**config.mk**
```make
export PLATFORM = sky130hd
export DESIGN_NAME = bitio_ctrl_reg
export DESIGN_NICKNAME = d
export VERILOG_FILES = /design/src/rtl/bitio_pkg.sv /design/src/rtl/bitio_decode.sv /design/src/rtl/bitio_drive_mask.sv /design/src/rtl/bitio_read_mux.sv /design/src/rtl/bitio_ctrl_reg.sv
export SDC_FILE = /design/constraint.sdc
export NUM_CORES = 1
export LEC_CHECK = 0
export BUFFER_PORTS_ARGS = -buffer_cell sky130_fd_sc_hd__buf_4
export CORE_ASPECT_RATIO = 1.75
export CORE_MARGIN = 2
export CORE_UTILIZATION = 35
export CTS_BUF_LIST = sky130_fd_sc_hd__clkbuf_2 sky130_fd_sc_hd__clkbuf_4 sky130_fd_sc_hd__clkbuf_8
export CTS_CLUSTER_SIZE = 8
export DETAILED_ROUTE_END_ITERATION = 7
export RECOVER_POWER = 25
export SYNTH_ARGS = -nofsm -noshare
export SYNTH_HDL_FRONTEND = slang
export SYNTH_HIERARCHICAL = 1
export SYNTH_SLANG_ARGS = --single-unit
```
**constraint.sdc**
```tcl
create_clock -name clk_i -period 3.8 [get_ports clk_i]
set_input_delay 0.19 -clock clk_i [delete_from_list [all_inputs] [get_ports clk_i]]
set_output_delay 0.19 -clock clk_i [all_outputs]
set_load 0.1 [all_outputs]
```
**src/rtl/bitio_pkg.sv**
```systemverilog
package bitio_pkg;
  localparam int unsigned N_BITS = 16;
  localparam int unsigned N_DRV  = 4;
  localparam int unsigned IDX_W  = $clog2(N_BITS);

  typedef enum logic [IDX_W-1:0] {
    B_CARD  = 4'd0,  B_MOTOR = 4'd1,  B_WAIT  = 4'd2,  B_NOP3  = 4'd3,
    B_DRV1  = 4'd4,  B_DRV2  = 4'd5,  B_DRV3  = 4'd6,  B_SIDE  = 4'd7,
    B_DRV4  = 4'd8,  B_NOP9  = 4'd9,  B_DDEN  = 4'd10, B_ROM0  = 4'd11,
    B_NOP12 = 4'd12, B_RAM   = 4'd13, B_RTC   = 4'd14, B_ROM1  = 4'd15
  } ctl_bit_e;

  // drive k -> control bit number; drive 4 sits apart from the others
  function automatic int unsigned drv_bit(int unsigned k);
    case (k)
      0:       drv_bit = 4;
      1:       drv_bit = 5;
      2:       drv_bit = 6;
      default: drv_bit = 8;
    endcase
  endfunction
endpackage

```
**src/rtl/bitio_decode.sv**
```systemverilog
module bitio_decode
  import bitio_pkg::*;
#(
  parameter int unsigned ADDR_W  = 16,
  parameter logic [7:0]  BASE_HI = 8'h11
) (
  input  logic [ADDR_W-1:0] addr_i,
  input  logic              wstrobe_i,
  output logic              hit_o,
  output logic              at_base0_o,
  output logic [N_BITS-1:0] wen_o
);
  logic [IDX_W-1:0] idx;

  assign hit_o      = (addr_i[ADDR_W-1:ADDR_W-8] == BASE_HI);
  assign at_base0_o = hit_o && (addr_i[7:0] == 8'h00);
  assign idx        = addr_i[IDX_W:1];

  for (genvar g = 0; g < N_BITS; g++) begin : g_wen
    assign wen_o[g] = wstrobe_i && hit_o && (idx == IDX_W'(g));
  end
endmodule

```
**src/rtl/bitio_drive_mask.sv**
```systemverilog
module bitio_drive_mask
  import bitio_pkg::*;
(
  input  logic             clk_i,
  input  logic             rst_ni,
  input  logic [N_DRV-1:0] drv_wen_i,
  input  logic             wdata_i,
  output logic [N_DRV-1:0] mask_o,
  output logic             multi_o
);
  logic [N_DRV-1:0] set_new;

  always_comb begin
    for (int k = 0; k < N_DRV; k++)
      set_new[k] = drv_wen_i[k] && wdata_i && !mask_o[k];
  end

  for (genvar g = 0; g < N_DRV; g++) begin : g_drv
    always_ff @(posedge clk_i or negedge rst_ni) begin
      if (!rst_ni)           mask_o[g] <= 1'b0;
      else if (drv_wen_i[g]) mask_o[g] <= wdata_i;
    end
  end

  // mask_o[k] is clear for any set_new[k], so |mask_o means another drive
  always_ff @(posedge clk_i or negedge rst_ni) begin
    if (!rst_ni) multi_o <= 1'b0;
    else         multi_o <= (|set_new) && (|mask_o);
  end

  AST_WARN_HAS_TWO: assert property (@(posedge clk_i) disable iff (!rst_ni)
    multi_o |-> ($countones(mask_o) >= 2));
  AST_WARN_ONE_CYCLE: assert property (@(posedge clk_i) disable iff (!rst_ni)
    (drv_wen_i == '0) |=> !multi_o);
  for (genvar g = 0; g < N_DRV; g++) begin : g_chk
    AST_DRV_FOLLOWS: assert property (@(posedge clk_i) disable iff (!rst_ni)
      drv_wen_i[g] |=> (mask_o[g] == $past(wdata_i)));
  end
endmodule

```
**src/rtl/bitio_read_mux.sv**
```systemverilog
module bitio_read_mux (
  input  logic       at_base0_i,
  input  logic [3:0] sw_i,
  output logic [7:0] rdata_o
);
  logic [7:0] raw;

  // drive-present lines read as connected (0 before inversion)
  assign raw     = {sw_i[3:2], sw_i[1], sw_i[0], 4'b0000};
  assign rdata_o = at_base0_i ? ~raw : 8'h00;

  always_comb begin
    if (!at_base0_i) AST_READ_ZERO: assert (rdata_o == 8'h00);
    else AST_READ_PRESENT: assert (rdata_o[3:0] == 4'hF);
  end
endmodule

```
**src/rtl/bitio_ctrl_reg.sv**
```systemverilog
module bitio_ctrl_reg
  import bitio_pkg::*;
#(
  parameter int unsigned ADDR_W  = 16,
  parameter logic [7:0]  BASE_HI = 8'h11
) (
  input  logic              clk_i,
  input  logic              rst_ni,
  input  logic [ADDR_W-1:0] addr_i,
  input  logic              wdata_i,
  input  logic              wstrobe_i,
  input  logic [3:0]        sw_i,
  output logic              card_sel_o,
  output logic              motor_strobe_o,
  output logic              wait_en_o,
  output logic [N_DRV-1:0]  drive_sel_o,
  output logic              side_o,
  output logic              dden_o,
  output logic [1:0]        rom_page_o,
  output logic              ram_page_o,
  output logic              rtc_ovl_o,
  output logic              multi_sel_o,
  output logic [7:0]        rdata_o
);
  logic              hit, at_base0;
  logic [N_BITS-1:0] wen;
  logic [N_DRV-1:0]  drv_wen;
  logic              dead_wr;
  logic [12:0]       state_vec;

  bitio_decode #(.ADDR_W(ADDR_W), .BASE_HI(BASE_HI)) u_dec (
    .addr_i(addr_i), .wstrobe_i(wstrobe_i),
    .hit_o(hit), .at_base0_o(at_base0), .wen_o(wen)
  );

  for (genvar g = 0; g < N_DRV; g++) begin : g_dmap
    assign drv_wen[g] = wen[drv_bit(g)];
  end

  bitio_drive_mask u_drv (
    .clk_i(clk_i), .rst_ni(rst_ni), .drv_wen_i(drv_wen), .wdata_i(wdata_i),
    .mask_o(drive_sel_o), .multi_o(multi_sel_o)
  );

  bitio_read_mux u_rd (.at_base0_i(at_base0), .sw_i(sw_i), .rdata_o(rdata_o));

  always_ff @(posedge clk_i or negedge rst_ni) begin
    if (!rst_ni) begin
      card_sel_o     <= 1'b0;
      motor_strobe_o <= 1'b0;
      wait_en_o      <= 1'b0;
      side_o         <= 1'b0;
      dden_o         <= 1'b0;
      rom_page_o     <= 2'b00;
      ram_page_o     <= 1'b0;
      rtc_ovl_o      <= 1'b0;
    end else begin
      if (wen[B_CARD])  card_sel_o     <= wdata_i;
      if (wen[B_MOTOR]) motor_strobe_o <= wdata_i;
      if (wen[B_WAIT])  wait_en_o      <= wdata_i;
      if (wen[B_SIDE])  side_o         <= wdata_i;
      if (wen[B_DDEN])  dden_o         <= wdata_i;
      if (wen[B_ROM0])  rom_page_o[0]  <= wdata_i;
      if (wen[B_ROM1])  rom_page_o[1]  <= wdata_i;
      if (wen[B_RAM])   ram_page_o     <= wdata_i;
      if (wen[B_RTC])   rtc_ovl_o      <= wdata_i;
    end
  end

  assign dead_wr   = wen[B_NOP3] | wen[B_NOP9] | wen[B_NOP12];
  assign state_vec = {card_sel_o, motor_strobe_o, wait_en_o, drive_sel_o, side_o,
                      dden_o, rom_page_o, ram_page_o, rtc_ovl_o};

  AST_OUTSIDE_STABLE: assert property (@(posedge clk_i) disable iff (!rst_ni)
    (wstrobe_i && !hit) |=> $stable(state_vec));
  AST_DEAD_BITS: assert property (@(posedge clk_i) disable iff (!rst_ni)
    dead_wr |=> $stable(state_vec));
  AST_CARD_WRITE: assert property (@(posedge clk_i) disable iff (!rst_ni)
    (wstrobe_i && hit && addr_i[4:1] == 4'd0) |=> (card_sel_o == $past(wdata_i)));
  AST_ROM_SPLIT: assert property (@(posedge clk_i) disable iff (!rst_ni)
    (wstrobe_i && hit && addr_i[4:1] == 4'd11) |=> $stable(rom_page_o[1]));
endmodule

```
# Word level (Yosys, flattened, before mapping)
# Index checks and enable logic that the tools add are counted.
# totals
regBits,14
input_bits,24
output_inout_bits,22
# classes
eq_ne,13
muxes,1
n_bitwise,1
reduce_logical,32
# op_table
cell,count
$eq 4x4->1 const B,6
$logic_and 1x1->1,24
$eq 4x3->1 const B,4
$eq 8x5->1 const B,1
$logic_not 8->1,1
$mux 8,1
$not 8->8,1
$reduce_or 4->1,2
$eq 4x1->1 const B,1
$eq 4x2->1 const B,1
$logic_not 1->1,4
$logic_not 4->1,1

# Logic depth before layout (Yosys ltp)
# logic_depth
word_depth,7
mapped_depth,6
ltp_nobuf,4

# Modules after synthesis
# The synthesis kept the hierarchy.
# by_module_without_submodules
mod,n_inst,cells_per_inst,area_each_um2
bitio_decode,1,38,331.6
bitio_ctrl_reg,1,18,326.6
bitio_drive_mask,1,18,209.0
bitio_read_mux,1,8,65.1

# Least setup slack after synthesis
# OpenSTA, ideal clock, no wires.
# synth_timing
path_type,in2out
startpoint,input port addr_i[15]
endpoint,output port rdata_o[4]
t_arrival_ns,2.009
setup_slack_ns,1.601
stages,5
n_path_buf,2
cell_sequence,or4_4 -> buf_6 -> buf_12 -> nor4_2 -> and2b_2
# synth_between
elab_chain_len,3
# synth_rtl
element,line,source
"start, declared",bitio_ctrl_reg.sv:9,"input logic [ADDR_W-1:0] addr_i,"
$eq 8x5->1,bitio_decode.sv:15,assign hit_o = (addr_i[ADDR_W-1:ADDR_W-8] == BASE_HI);
$logic_and 1x1->1,bitio_decode.sv:16,assign at_base0_o = hit_o && (addr_i[7:0] == 8'h00);
via at_base0,bitio_ctrl_reg.sv:25,"logic hit, at_base0;"
$mux 8,bitio_read_mux.sv:10,assign rdata_o = at_base0_i ? ~raw : 8'h00;
"end, declared",bitio_ctrl_reg.sv:23,output logic [7:0] rdata_o
# The timed path passes the listed nets, and every way through them passes these cells.

# Final worst setup path
# layout_timing
startpoint,input port addr_i[15]
endpoint,output port rdata_o[5]
# layout_between
elab_chain_len,3
# layout_rtl
element,line
$eq 8x5->1,bitio_decode.sv:15
$logic_and 1x1->1,bitio_decode.sv:16
$mux 8,bitio_read_mux.sv:10
# No other way between the ends.

==> flow_summary_export.csv <==
group,metric,value,unit
worst_setup_path,required,3.61,ns
layout,finalNetCount,145,
sta,final_setup_margin,1.574,ns
routing,postRouteAntennaNets,0,
synth,syn-cell-area,892.1,µm²
worst_setup_path,rrSetupSlack,2.84,ns
layout,antennaDiodeCount,0,
pwr,cellPowerDensity,267.0,mW/mm²
worst_setup_path,worstSetupStartpointType,"input port",
clock_tree,clock_sink_count,14,
pwr,vdd_drop_max,0.2665,mV
outcome,run_status,"finished, final reports clean",
layout,leading_cell_type_in_the_layout_fill_and_taps_excluded,"buf_4",
global_routing,grt_max_degree,15,
routing,vias_per_cell,5.212,
global_routing,number_of_global_route_vias_before_repair,745,
routing,remaining_drc_errors,0,
layout,area_growth_syn_to_layout,41.37,%
layout,number_of_inserted_filler_cells_in_the_final_layout,248,
synth,post_syn_nets,101,
routing,route.vias.total,761,
floorplan,die_x,42.17,µm
run,max_cap_violations,0,
sta,slew-limit-headroom,0.5153,
global_routing,grt_use_total,0.1398,
floorplan,start_util,0.3623,
worst_setup_path,crit_arrival,2.04,ns
worst_setup_path,crit_type,"in -> out",
routing,firstDrtPassIters,3,
placement,dp_slack,1.552,ns
sta,number_of_hold_violations_in_the_final_report,0,
global_routing,initial_antenna_violation_count,0,
global_routing,grt_remaining_overflow,0,
floorplan,core,0.002462,mm²
floorplan,top_level_ports,46,
layout,drive_above_1_share,0.6333,
worst_setup_path,timing.critical_path.to_type,"output port",
layout,multi_input_gate_area,460.4,µm²
placement,placed_cell_area,0.001200,mm²
clock_tree,cts_inserted_buffers,3,
synth,post_synth_inst_count,77,
clock_tree,clock_path_buffers,2,
layout,final_cell_mix,"buf_4 (45), dfrtp_1 (14), mux2_2 (11), nor4_2 (8), nor4_1 (6)",
placement,place_inst,141,
worst_hold_path,worstHoldPathType,"in -> reg",
placement,place.port_buffers,45,
layout,post-route-cell-area,0.001261,mm²
synth,syn_area_per_cell,11.59,µm²
pwr,power.total,0.3367,mW
clock_tree,path_clk_slew,0.06,ns
routing,starting_drc_count_in_detailed_routing,2,
worst_setup_path,worst-path-max-fanout,14,
global_routing,grt_first_pass_wirelength,3243,µm
synth,ys.warnings.count,6,
layout,total_area_of_sequential_cells,350.3,µm²
pwr,cellLeakagePower,0.5872,nW
sta,slew_viol_final,0,
placement,detailedPlacementHpwl,1702,µm
floorplan,dieArea,0.002985,mm²
clock_tree,root_buffer,"clkbuf_8",
floorplan,dieHeight,70.79,µm
sta,timing.final.crit_share,0.5858,
sta,finalClockSkew,0.001805,ns
sta,setup_viol,0,
sta,clock.fmax,449.3,MHz
placement,place.gp.congestion,0.7010,
routing,detail_route.wirelength,1988,µm
clock_tree,insertion_delay,0.24,ns
floorplan,core_rows,24,
clock_tree,tritoncts,"built",
sta,finalWorstPathRequiredPeriod,2.226,ns
sta,grt_setup_unrepaired,"no",
sta,worst_slew_pin_slew,0.7270,ns
sta,setup_tns,0,ns
layout,final_cell_count_no_fill,146,
routing,routed_wire_length_per_instance,13.62,µm
clock_tree,htree_num_levels,1,
## timing repair
| item | CTS | global route |
|---|---|---|
| buffers inserted | 0 | 0 |
| gates resized for setup | 0 | 0 |
| endpoints found under the hold margin | 14 | 0 |
| endpoints found under the setup margin | 0 | 0 |
| hold buffers | 1 | 0 |
## sequential cells by signal, indices dropped and copies added (netlist names)
signal          flops
u_drv/mask_o        4
rom_page_o          2
card_sel_o          1
dden_o              1
motor_strobe_o      1
ram_page_o          1
rtc_ovl_o           1
side_o              1
u_drv/multi_o       1
wait_en_o           1
## metrics by stage
| stage | utilization | hold WS, ns |
|---|---|---|
| after floorplan | - | -0.1056 |
| after global placement | 0.4873 | 0.04602 |
| after detailed placement | 0.4873 | 0.04910 |
| after CTS | 0.5137 | 0.2462 |
| after global routing | 0.5122 | 0.2682 |
| final | 0.5122 | 0.2519 |
## area by class of cell
type	instances	share of cell area
clock buffer	4	0.04365
inverter	3	0.008929
multi-input combinational	52	0.3651
sequential	14	0.2778
tap	26	0.02579
timing repair buffer	47	0.2788
## power breakdown
| part | switching [mW] | internal [mW] |
|---|---|---|
| Clock | 0.0491 | 0.0917 |
| Combinational | 0.0239 | 0.0218 |
| Sequential | 0.000430 | 0.150 |
## path summary, 6_finish.rpt
kind,from,cells past startpoint,end
worst max-delay path,addr_i[15],5,rdata_o[5]
worst min-delay path,wdata_i,3,u_drv/multi_o
worst max register to register,u_drv/mask_o[1],2,u_drv/multi_o
worst min register to register,motor_strobe_o,1,motor_strobe_o
max in group asynchronous,rst_ni,2,rtc_ovl_o
min in group asynchronous,rst_ni,2,rom_page_o[1]
## layer usage
metal  vias up  GRT usage  wire length, µm  part of all wire
li1        376          -                -                 -
met1       352     0.1357              687              0.35
met2        29     0.2667             1133              0.57
met3         4    0.01786              135             0.068
met4         0    0.08333               32             0.016
met5         -          0                0                 0
## critical path, cell delays in order
cell and delay (ns):
buf_4 0.11, or4_4 0.65, nor4_2 0.57, and2b_2 0.23
buf_4 0.28
Power figures use the tool's default switching activity.
